--- src/rtl/lsc_pkg.sv ---
package lsc_pkg;
  // Sample word layout; a neighbour generator encodes the same positions.
  localparam int WORD_W   = 64;
  localparam int ID_LO    = 59;
  localparam int ID_W     = 5;
  localparam int BURST_LO = 32;
  localparam int BURST_W  = 27;
  localparam int WCNT_LO  = 0;
  localparam int WCNT_W   = 32;

  localparam int NUM_CLS  = 3;
  typedef enum logic [1:0] {CLS_SWAP = 2'd0, CLS_SEQ = 2'd1, CLS_ALIGN = 2'd2} err_cls_e;
endpackage

--- src/rtl/lsc_lane_check.sv ---
module lsc_lane_check
  import lsc_pkg::*;
#(
  parameter int LANE_IDX = 0
) (
  input  logic              clk,
  input  logic              rst_n,
  input  logic              chk,
  input  logic              unprime,
  input  logic              sob,
  input  logic [WORD_W-1:0] word,
  input  logic [WORD_W-1:0] nbr_word,
  output logic              swap_err,
  output logic              seq_err,
  output logic              align_err
);

  logic [ID_W-1:0]    id;
  logic [BURST_W-1:0] burst, nbr_burst, ref_burst, ref_burst_d;
  logic [WCNT_W-1:0]  wcnt, nbr_wcnt, ref_wcnt, ref_wcnt_d;
  logic               primed, primed_d;
  logic               word_bad, burst_bad;

  always_comb begin
    id        = word[ID_LO +: ID_W];
    burst     = word[BURST_LO +: BURST_W];
    wcnt      = word[WCNT_LO +: WCNT_W];
    nbr_burst = nbr_word[BURST_LO +: BURST_W];
    nbr_wcnt  = nbr_word[WCNT_LO +: WCNT_W];
    word_bad  = (wcnt <= ref_wcnt);
    burst_bad = sob ? (burst <= ref_burst) : (burst != ref_burst);
    swap_err  = chk && (id != ID_W'(LANE_IDX));
    seq_err   = chk && primed && (word_bad || burst_bad);
    align_err = chk && ((wcnt != nbr_wcnt) || (burst != nbr_burst));
  end

  always_comb begin
    ref_wcnt_d  = ref_wcnt;
    ref_burst_d = ref_burst;
    primed_d    = primed;
    if (chk) begin
      ref_wcnt_d  = wcnt;
      ref_burst_d = burst;
      primed_d    = 1'b1;
    end
    if (unprime) primed_d = 1'b0;
  end

  always_ff @(posedge clk or negedge rst_n) begin
    if (!rst_n) begin
      ref_wcnt  <= '0;
      ref_burst <= '0;
      primed    <= 1'b0;
    end else begin
      ref_wcnt  <= ref_wcnt_d;
      ref_burst <= ref_burst_d;
      primed    <= primed_d;
    end
  end

  // references only move on a checked beat
  assert_ref_hold_R6: assert property (@(posedge clk) disable iff (!rst_n)
    !chk |=> ($stable(ref_wcnt) && $stable(ref_burst)));
  // leaving the enabled state drops the priming
  assert_unprime_R5: assert property (@(posedge clk) disable iff (!rst_n)
    unprime |=> !primed);
endmodule

--- config.mk ---
export PLATFORM = sky130hd
export DESIGN_NAME = lsc_lane_check
export DESIGN_NICKNAME = d
export VERILOG_FILES = /design/src/rtl/lsc_pkg.sv /design/src/rtl/lsc_lane_check.sv
export SDC_FILE = /design/constraint.sdc
export NUM_CORES = 1
export LEC_CHECK = 0
export BUFFER_PORTS_ARGS = -buffer_cell sky130_fd_sc_hd__buf_2
export CORE_MARGIN = 4
export CORE_UTILIZATION = 50
export DETAILED_ROUTE_END_ITERATION = 16
export PLACE_DENSITY_LB_ADDON = 0.1
export REMOVE_ABC_BUFFERS = 1
export SLEW_MARGIN = 30
export SYNTH_ARGS = -nofsm -noshare
export SYNTH_HDL_FRONTEND = slang
export SYNTH_SLANG_ARGS = --single-unit
--- constraint.sdc ---
create_clock -name clk -period 2.25 [get_ports clk]
set_input_delay 0.225 -clock clk [delete_from_list [all_inputs] [get_ports clk]]
set_output_delay 0.225 -clock clk [all_outputs]
set_load 0.01 [all_outputs]
==> results.toml, run 1 <==
[worst_setup_path]
path_cells = "inv_1 > ha_4 > nand4_1 > nor4_1 > buf_4 > a21boi_2 > o31ai_2 > o311ai_1 > a41oi_1 > buf_2"
path_buf_inv = 3
worstPathMaxFanout = 2
critPathKind = "register to output pin"
worst-endpoint-arrival_ns = 2.46
slowest_delay_ns = 0.34
crit_required_ns = 2.03
endpoint_kind = "output pin"
crit_slowest_cell = "dfrtp_1"
cpLargestDelayFamily = "compound AO/OA/AOI/OAI gates"
start_kind = "register"

[sta]
tightest_slew_ns = 0.531
skew_ns = 0
period_share_pct = 119
fmax_mhz = 372
setup_ws_ns = -0.438
finalSetupViolCount = 1
hold_slack_ns = 0.0334
hold_viol = 0
slew_headroom_pct = 64.6
min_period_ns = 2.69
drv_slew = 0
grt_setup_unrepaired = "yes"

[cts]
cts_tree = "yes"
htreeDepth = 3
path_clk_slew_ns = 0.07
root_buffer = "clkbuf_8"
clock_latency_ns = 0.33
tritoncts.num_buffers = 9
clock_sinks = 60
clockBufferDepth = 2

[yosys]
yosysWarnings = 0
synth_adder_area_share_pct = 17.4
ys_seq_area_share_pct = 35.4
synth.area.mux_share_pct = 0.531
synth_area_um2 = 4240
synth.top_cell.area_share_pct = 35.4
syn_inst = 482
syn_area_per_cell_um2 = 8.80
synth-xor-area-share_pct = 12.4
synth_compound_area_share_pct = 13.7
synth_area_leaders = "dfrtp_1 (35%), ha_1 (17%), xor2_1 (9.1%)"
yosysUniqueCellTypes = 33
ys_ff_latch = 60
synth_top_family_by_area = "adder cells"
synthSimpleGateAreaFrac_pct = 14.2
synth_top_area_cell = "dfrtp_1"

[min_path]
min_path_type = "input port to register"

[drt]
ant_nets = 0
wl_per_cell_um = 14.9
first_iter_violations = 146
viasPerCell = 5.06
postRouteWirelength_um = 11300
first_pass_iters = 4
drc = 0
vias = 3839

[floorplanning]
start_util_pct = 51.6
num_rows = 33
die_h_um = 100
core_area_um2 = 8220
die-area_um2 = 10000
ios = 136
die_w_um = 100

[outcome]
status = "finished with violations"
violations = "setup timing"

[power]
pwr_density_cell_nw_per_um2 = 565
p_leak_nw = 2.86
vdd_drop_max_uv = 284

[placed_design]
io_buffers = 130
detailed_place_hpwl_um = 9110
place_congestion = 0.854

[finish]
diodes = 0
final_util_pct = 68.1
syn_to_final_growth_pct = 31.8
layout-drive-gt1-share_pct = 30.8
finalNetCount = 840

[global_routing]
grt_pass1_vias = 3933
overflow = 0
grt_max_degree = 49
grt_pass1_wl_um = 18500
grt_usage_pct = 23.5
antenna_found_initial = 0

[flow_run]
maxCapViolCount = 0
-- cell type report --
type                       count  area (um2)
clock buffer                  12         145
multi-input combinational    350        2570
sequential                    60        1500
timing repair buffer         168         951
clock inverter                 4        72.6
tap                          105         131
inverter                      59         221
fill                         699        2630
-- worst paths after layout --
check | startpoint | endpoint | slack (ns) | cells past startpoint
worst max-delay path | ref_wcnt[9]$_DFFE_PN0P_ | seq_err | -0.44 | 10
worst min-delay path | unprime | primed$_DFFE_PN0P_ | 0.03 | 2
worst max register to register | ref_burst[0]$_DFFE_PN0P_ | ref_burst[0]$_DFFE_PN0P_ | 1.50 | 1
worst min register to register | primed$_DFFE_PN0P_ | primed$_DFFE_PN0P_ | 0.50 | 2
max in group asynchronous | rst_n | ref_burst[6]$_DFFE_PN0P_ | 1.24 | 3
min in group asynchronous | rst_n | ref_burst[15]$_DFFE_PN0P_ | 0.39 | 2
-- state kept, by name, indices dropped and copies added (netlist names) --
signal,cells
ref_wcnt,32
ref_burst,27
primed,1
-- through the flow --
stage | std cells | setup TNS, ns | power [mW] | worst slack (ns) | area (um2)
finish | 758 | -0.438 | 3.16 | -0.438 | 5590
global route | 758 | -0.532 | 3.36 | -0.532 | 5590
CTS | 758 | -0.335 | 3.17 | -0.335 | 5580
detailed placement | 739 | -0.0721 | 2.04 | -0.0721 | 5250
global placement | 739 | -0.0550 | 2.02 | -0.0550 | 5250
floorplan | 469 | 0 | 1.63 | 0.206 | 4190
-- placed cells by master (no fill, tap or decap), types with 15 or more instances in the layout --
master / count
xnor2_1: 16
ha_1: 53
dfrtp_1: 60
nand4_1: 15
nand2_1: 69
xor2_1: 44
a21oi_1: 23
inv_1: 54
buf_2: 130
o21ai_0: 63
buf_4: 36
-- synth_stat cells --
master,instances
dfrtp_1,60
nand4_1,15
a21o_1,6
o31ai_1,1
xor2_1,44
mux2_2,2
a21boi_1,1
a211oi_1,2
o211ai_1,2
ha_1,59
nor4_1,13
o31a_1,1
o21a_1,1
buf_1,2
nor3_1,3
inv_1,59
o21ai_0,64
nand3_1,8
nand2_1,69
nand4_2,2
or4_1,1
nor4_2,2
a21oi_1,23
clkbuf_1,11
nor2_1,6
xnor2_1,16
a41oi_1,1
nor2b_1,3
and4_1,1
a221o_1,1
a222oi_1,1
nand3b_1,1
o311ai_1,1
-- what timing repair did --
action                                  4_1_cts  5_1_grt
gates resized for setup                      14        2
hold endpoints to repair                     20        0
endpoints found under the setup margin        1        1
pin swaps                                    10        1
buffers inserted                              2        0
hold buffers                                  1        0
-- power by group --
group          switching, mW  total, mW  internal, mW  leakage (nW)
clock network          0.447       1.10         0.654         0.107
logic                  0.470      0.860         0.390          2.03
registers             0.0278       1.20          1.17         0.728
-- routing by layer --
layer / vias to the layer above / wire length, um / track usage, %
met4: 0 / 127 / 5.91
li1: 1975 / - / -
met1: 1739 / 5260 / 32.9
met5: - / 0 / 0
met3: 10 / 729 / 4.03
met2: 115 / 5190 / 38.1
-- cell families (layout without fill, tap and decap cells) --
group | after synthesis | in the layout
compound gates | 105 | 105
buf+inv | 72 | 243
simple gates | 124 | 124
xor+xnor | 60 | 60
mux | 2 | 2
flops | 60 | 60
fa+ha+maj | 59 | 59
Note: power is estimated with default switching activity, not from simulation.
==> inputs of run 2 (changes only) <==
--- a/config.mk
+++ b/config.mk
@@ -7,7 +7,7 @@
 export LEC_CHECK = 0
 export BUFFER_PORTS_ARGS = -buffer_cell sky130_fd_sc_hd__buf_2
 export CORE_MARGIN = 4
-export CORE_UTILIZATION = 50
+export CORE_UTILIZATION = 45
 export DETAILED_ROUTE_END_ITERATION = 16
 export PLACE_DENSITY_LB_ADDON = 0.1
 export REMOVE_ABC_BUFFERS = 1
==> results.toml, run 2 (synthesized netlist as in run 1, its figures left out) <==
[finish]
regMostFlops = "ref_wcnt"
syn_to_final_growth_pct = 32.3
largest_register_ffs = 32
finalNetCount = 839
largestRegisters = "ref_wcnt x32, ref_burst x27, primed x1"
diodes = 0
final_util_pct = 61.0
final_common_cell = "buf_2"
stdcell_count = 762
layout.cells.most_common_list = "buf_2 (130), nand2_1 (69), o21ai_0 (63)"
layout-drive-gt1-share_pct = 31.5

[global_routing]
antenna_found_initial = 0
grt_max_degree = 86
grt_pass1_wl_um = 18300
overflow = 0
grt_pass1_vias = 3786
grt_usage_pct = 21.2

[power]
pwr_density_cell_nw_per_um2 = 526
vdd_drop_max_uv = 279
p_leak_nw = 2.84
total_power_mw = 2.95

[drt]
wl_per_cell_um = 15.2
first_pass_iters = 5
ant_nets = 0
postRouteWirelength_um = 11600
first_iter_violations = 158
drc = 0
vias = 3864
viasPerCell = 5.07

[worst_setup_path]
worstPathMaxFanout = 2
slowest_delay_ns = 0.37
crit_slowest_cell = "dfrtp_1"
critPathKind = "register to output pin"
start_kind = "register"
path_cells = "inv_2 > ha_1 > nand4_1 > buf_4 > nor2_1 > a221o_1 > o31ai_2 > o311ai_2 > a41oi_2 > buf_2"
crit_required_ns = 2.03
worst-endpoint-arrival_ns = 2.35
endpoint_kind = "output pin"

[outcome]
status = "finished with violations"
violations = "setup timing"

[floorplanning]
die-area_um2 = 11000
die_h_um = 105
num_rows = 35
die_w_um = 105
start_util_pct = 46.1
core_area_um2 = 9200
ios = 136

[sta]
grt_setup_unrepaired = "yes"
drv_slew = 0
min_period_ns = 2.57
fmax_mhz = 389
hold_viol = 0
finalSetupViolCount = 1
tightest_slew_ns = 0.394
period_share_pct = 114
setup_ws_ns = -0.324
slew_headroom_pct = 73.5
skew_ns = 0

[placed_design]
dpl.cell_count = 745
place_congestion = 0.830
detailed_place_hpwl_um = 9320
io_buffers = 130

[cts]
path_clk_slew_ns = 0.07
clock_latency_ns = 0.34
root_buffer = "clkbuf_8"
htreeDepth = 3
clockBufferDepth = 2
clock_sinks = 60
cts_tree = "yes"
tritoncts.num_buffers = 9

[min_path]
min_path_type = "input port to register"

[flow_run]
maxCapViolCount = 0
-- run 2: changes by cell type in the layout (fill, tap and decap cells not counted), sizes merged --
cell	delta
clkinvlp	-1
clkinv	+1
clkbuf	+1
bufinv	-2
buf	-1
-- run 2: final timing paths --
| path | startpoint | endpoint | slack, ns | cells past startpoint |
|---|---|---|---|---|
| max in group asynchronous | rst_n | ref_burst[11]$_DFFE_PN0P_ | 1.45 | 3 |
| min in group asynchronous | rst_n | ref_burst[15]$_DFFE_PN0P_ | 0.21 | 2 |
| worst max register to register | ref_wcnt[0]$_DFFE_PN0P_ | ref_wcnt[0]$_DFFE_PN0P_ | 1.50 | 1 |
| worst max-delay path | ref_wcnt[12]$_DFFE_PN0P_ | seq_err | -0.32 | 10 |
| worst min-delay path | unprime | primed$_DFFE_PN0P_ | 0.03 | 2 |
| worst min register to register | primed$_DFFE_PN0P_ | primed$_DFFE_PN0P_ | 0.49 | 2 |
-- run 2: timing repair --
item	in CTS	in global routing
cloned	0	0
gates resized for setup	6	17
hold endpoints to repair	60	0
pin swaps	7	7
setup buffers	1	0
hold buffers	1	0
endpoints found under the setup margin	1	1
-- run 2: critical path, delay by kind of cell, from the launching register on --
kind | cells | cell delay, ns
AOI/OAI and AO/OA | 4 | 0.87
adders and majority gates | 1 | 0.22
buffers and inverters | 3 | 0.36
DFF | 1 | 0.37
and+or+nand+nor | 2 | 0.18
-- run 2: metrics by stage --
step	hold slack [ns]	setup TNS, ns	setup slack [ns]	cell area, um2
2_1_floorplan	-0.0706	0	0.206	4190
3_3_place_gp	0.0328	-0.0629	-0.0629	5260
3_5_place_dp	0.0319	-0.0697	-0.0697	5260
4_1_cts	0.0123	-0.423	-0.423	5480
5_1_grt	0.00126	-0.454	-0.454	5610
6_report	0.0266	-0.324	-0.324	5610
-- run 2: metal layers --
layer  vias up  track usage (%)  share of wire, %
li1       1974                -                 -
met1      1775             28.8                47
met2       109             33.7                47
met3         6             5.25               5.7
met4         0             5.44              0.59
met5         -                0                 0
-- run 2: report_power, final --
group | leakage (nW) | internal (mW) | switching (mW)
Sequential | 0.728 | 1.17 | 0.0272
Clock | 0.0893 | 0.451 | 0.426
Combinational | 2.03 | 0.395 | 0.480
Total | 2.84 | 2.02 | 0.932
-- run 2: area by class of cell --
type | instances | area (um2)
Fill cell | 851 | 3590
Clock buffer | 13 | 159
Multi-Input combinational cell | 350 | 2640
Sequential cell | 60 | 1500
Tap cell | 111 | 139
Inverter | 59 | 221
Clock inverter | 2 | 10.0
Timing Repair Buffer | 167 | 943
==> inputs of run 3 (changes only) <==
--- a/config.mk
+++ b/config.mk
@@ -10,7 +10,6 @@
 export CORE_UTILIZATION = 45
 export DETAILED_ROUTE_END_ITERATION = 16
 export PLACE_DENSITY_LB_ADDON = 0.1
-export REMOVE_ABC_BUFFERS = 1
 export SLEW_MARGIN = 30
 export SYNTH_ARGS = -nofsm -noshare
 export SYNTH_HDL_FRONTEND = slang
==> results.toml, run 3 (synthesized netlist as in run 1, its figures left out) <==
[outcome]
violations = "setup timing"
status = "finished with violations"

[finish]
largestRegisters = "ref_wcnt x32, ref_burst x27, primed x1"
layout.cells.most_common_list = "buf_2 (130), nand2_1 (68), o21ai_0 (63)"
diodes = 0
largest_register_ffs = 32
layout-drive-gt1-share_pct = 31.4
final_common_cell = "buf_2"
stdcell_count = 758
finalNetCount = 835
regMostFlops = "ref_wcnt"
syn_to_final_growth_pct = 32.2

[worst_setup_path]
endpoint_kind = "output pin"
crit_required_ns = 2.03
r2r_cells = 1
start_kind = "register"
critPathKind = "register to output pin"
reg2reg_to = "ref_wcnt[0]$_DFFE_PN0P_"
rrSetupSlack_ns = 1.50
r2r_start = "ref_wcnt[0]$_DFFE_PN0P_"
worst-endpoint-arrival_ns = 2.32
worstPathMaxFanout = 3

[global_routing]
grt_pass1_vias = 3900
overflow = 0
antenna_found_initial = 0
grt_usage_pct = 21.3
grt_pass1_wl_um = 18500
grt_max_degree = 35

[floorplanning]
core_area_um2 = 9200
ios = 136
die-area_um2 = 11000
start_util_pct = 46.1
die_h_um = 105
die_w_um = 105
num_rows = 35

[sta]
period_share_pct = 113
slew_headroom_pct = 66.5
tightest_slew_ns = 0.498
hold_viol = 0
setup_ws_ns = -0.294
skew_ns = 0
fmax_mhz = 393
drv_slew = 0
min_period_ns = 2.54
finalSetupViolCount = 1
setup_tns_ns = -0.294
hold_slack_ns = 0.0672
grt_setup_unrepaired = "yes"

[drt]
first_iter_violations = 109
first_pass_iters = 4
ant_nets = 0
vias = 3839
wl_per_cell_um = 15.2
drc = 0
postRouteWirelength_um = 11600
viasPerCell = 5.06

[min_path]
min_path_type = "input port to register"
min_to = "primed$_DFFE_PN0P_"
min_path_cells = 2
hp-start = "unprime"

[cts]
cts_tree = "yes"
clock_sinks = 60
cts_setup_buffers = 0
root_buffer = "clkbuf_8"
clockBufferDepth = 2
clock_latency_ns = 0.33
htreeDepth = 3
tritoncts.num_buffers = 9
path_clk_slew_ns = 0.07

[power]
vdd_drop_max_uv = 302
pwr_density_cell_nw_per_um2 = 556
p_leak_nw = 2.85

[placed_design]
io_buffers = 130
place_congestion = 0.837
detailed_place_hpwl_um = 9620
dpl.cell_count = 742

[yosys]
synth_nets = 674

[flow_run]
maxCapViolCount = 0
-- run 3: cell count changes in the layout (fill, tap and decap cells not counted), sizes merged --
| cell | delta |
|---|---|
| clkbuf | -3 |
| clkinvlp | +1 |
| buf | -4 |
| bufinv | +2 |
-- run 3: metrics by stage --
stage	area [um2]	setup slack [ns]	utilization [%]	power, mW
after global placement	5220	-0.124	56.8	2.01
after CTS	5510	-0.371	59.9	3.11
after floorplan	4240	0.206	-	1.66
final	5610	-0.294	61.0	3.12
after detailed placement	5220	-0.0966	56.8	2.03
after global routing	5610	-0.469	61.0	3.31
-- run 3: cell type report --
| class | instances | area (um2) |
|---|---|---|
| timing repair buffer | 163 | 901 |
| multi-input combinational | 350 | 2640 |
| inverter | 59 | 221 |
| clock buffer | 10 | 128 |
| clock inverter | 5 | 77.6 |
| fill | 851 | 3590 |
| tap | 111 | 139 |
| sequential | 60 | 1500 |
-- run 3: worst max-delay path by stage --
stage / startpoint / end / slack [ns] / depth (start not counted)
2_1_floorplan: ref_burst[25]$_DFFE_PN0P_ / seq_err / 0.21 / 8
3_3_place_gp: word[7] / seq_err / -0.12 / 9
3_5_place_dp: ref_wcnt[5]$_DFFE_PN0P_ / seq_err / -0.1 / 9
4_1_cts: ref_wcnt[12]$_DFFE_PN0P_ / seq_err / -0.37 / 9
5_1_grt: ref_burst[23]$_DFFE_PN0P_ / seq_err / -0.47 / 9
6_report: ref_wcnt[15]$_DFFE_PN0P_ / seq_err / -0.29 / 10
-- run 3: repair_timing --
item / 4_1_cts / 5_1_grt
hold buffers: 1 / 0
endpoints found under the setup margin: 1 / 1
endpoints found under the hold margin: 60 / 0
gates resized for setup: 13 / 13
gates cloned: 0 / 0
pin swaps: 15 / 8
-- run 3: power breakdown --
part / internal, mW / total, mW / switching, mW / leakage [nW]
sequential: 1.17 / 1.20 / 0.0278 / 0.728
clock: 0.614 / 1.05 / 0.440 / 0.102
combinational: 0.386 / 0.863 / 0.477 / 2.02
-- run 3: per-layer routing --
metal	track usage, %	routed length [um]	up-vias
met5	0	0	-
met4	6.94	204	0
met3	4.08	707	15
met2	33.4	5240	107
met1	29.7	5400	1746
li1	-	-	1971
-- run 3: critical path, stage by stage (launching register included) --
cell and delay (ns):
dfrtp_1 0.32, inv_1 0.05, ha_1 0.29, nand4_1 0.15, nor4_2 0.30, buf_4 0.15, a21boi_2 0.19, o31ai_4 0.09
o311ai_2 0.10, a41oi_2 0.16, buf_2 0.17
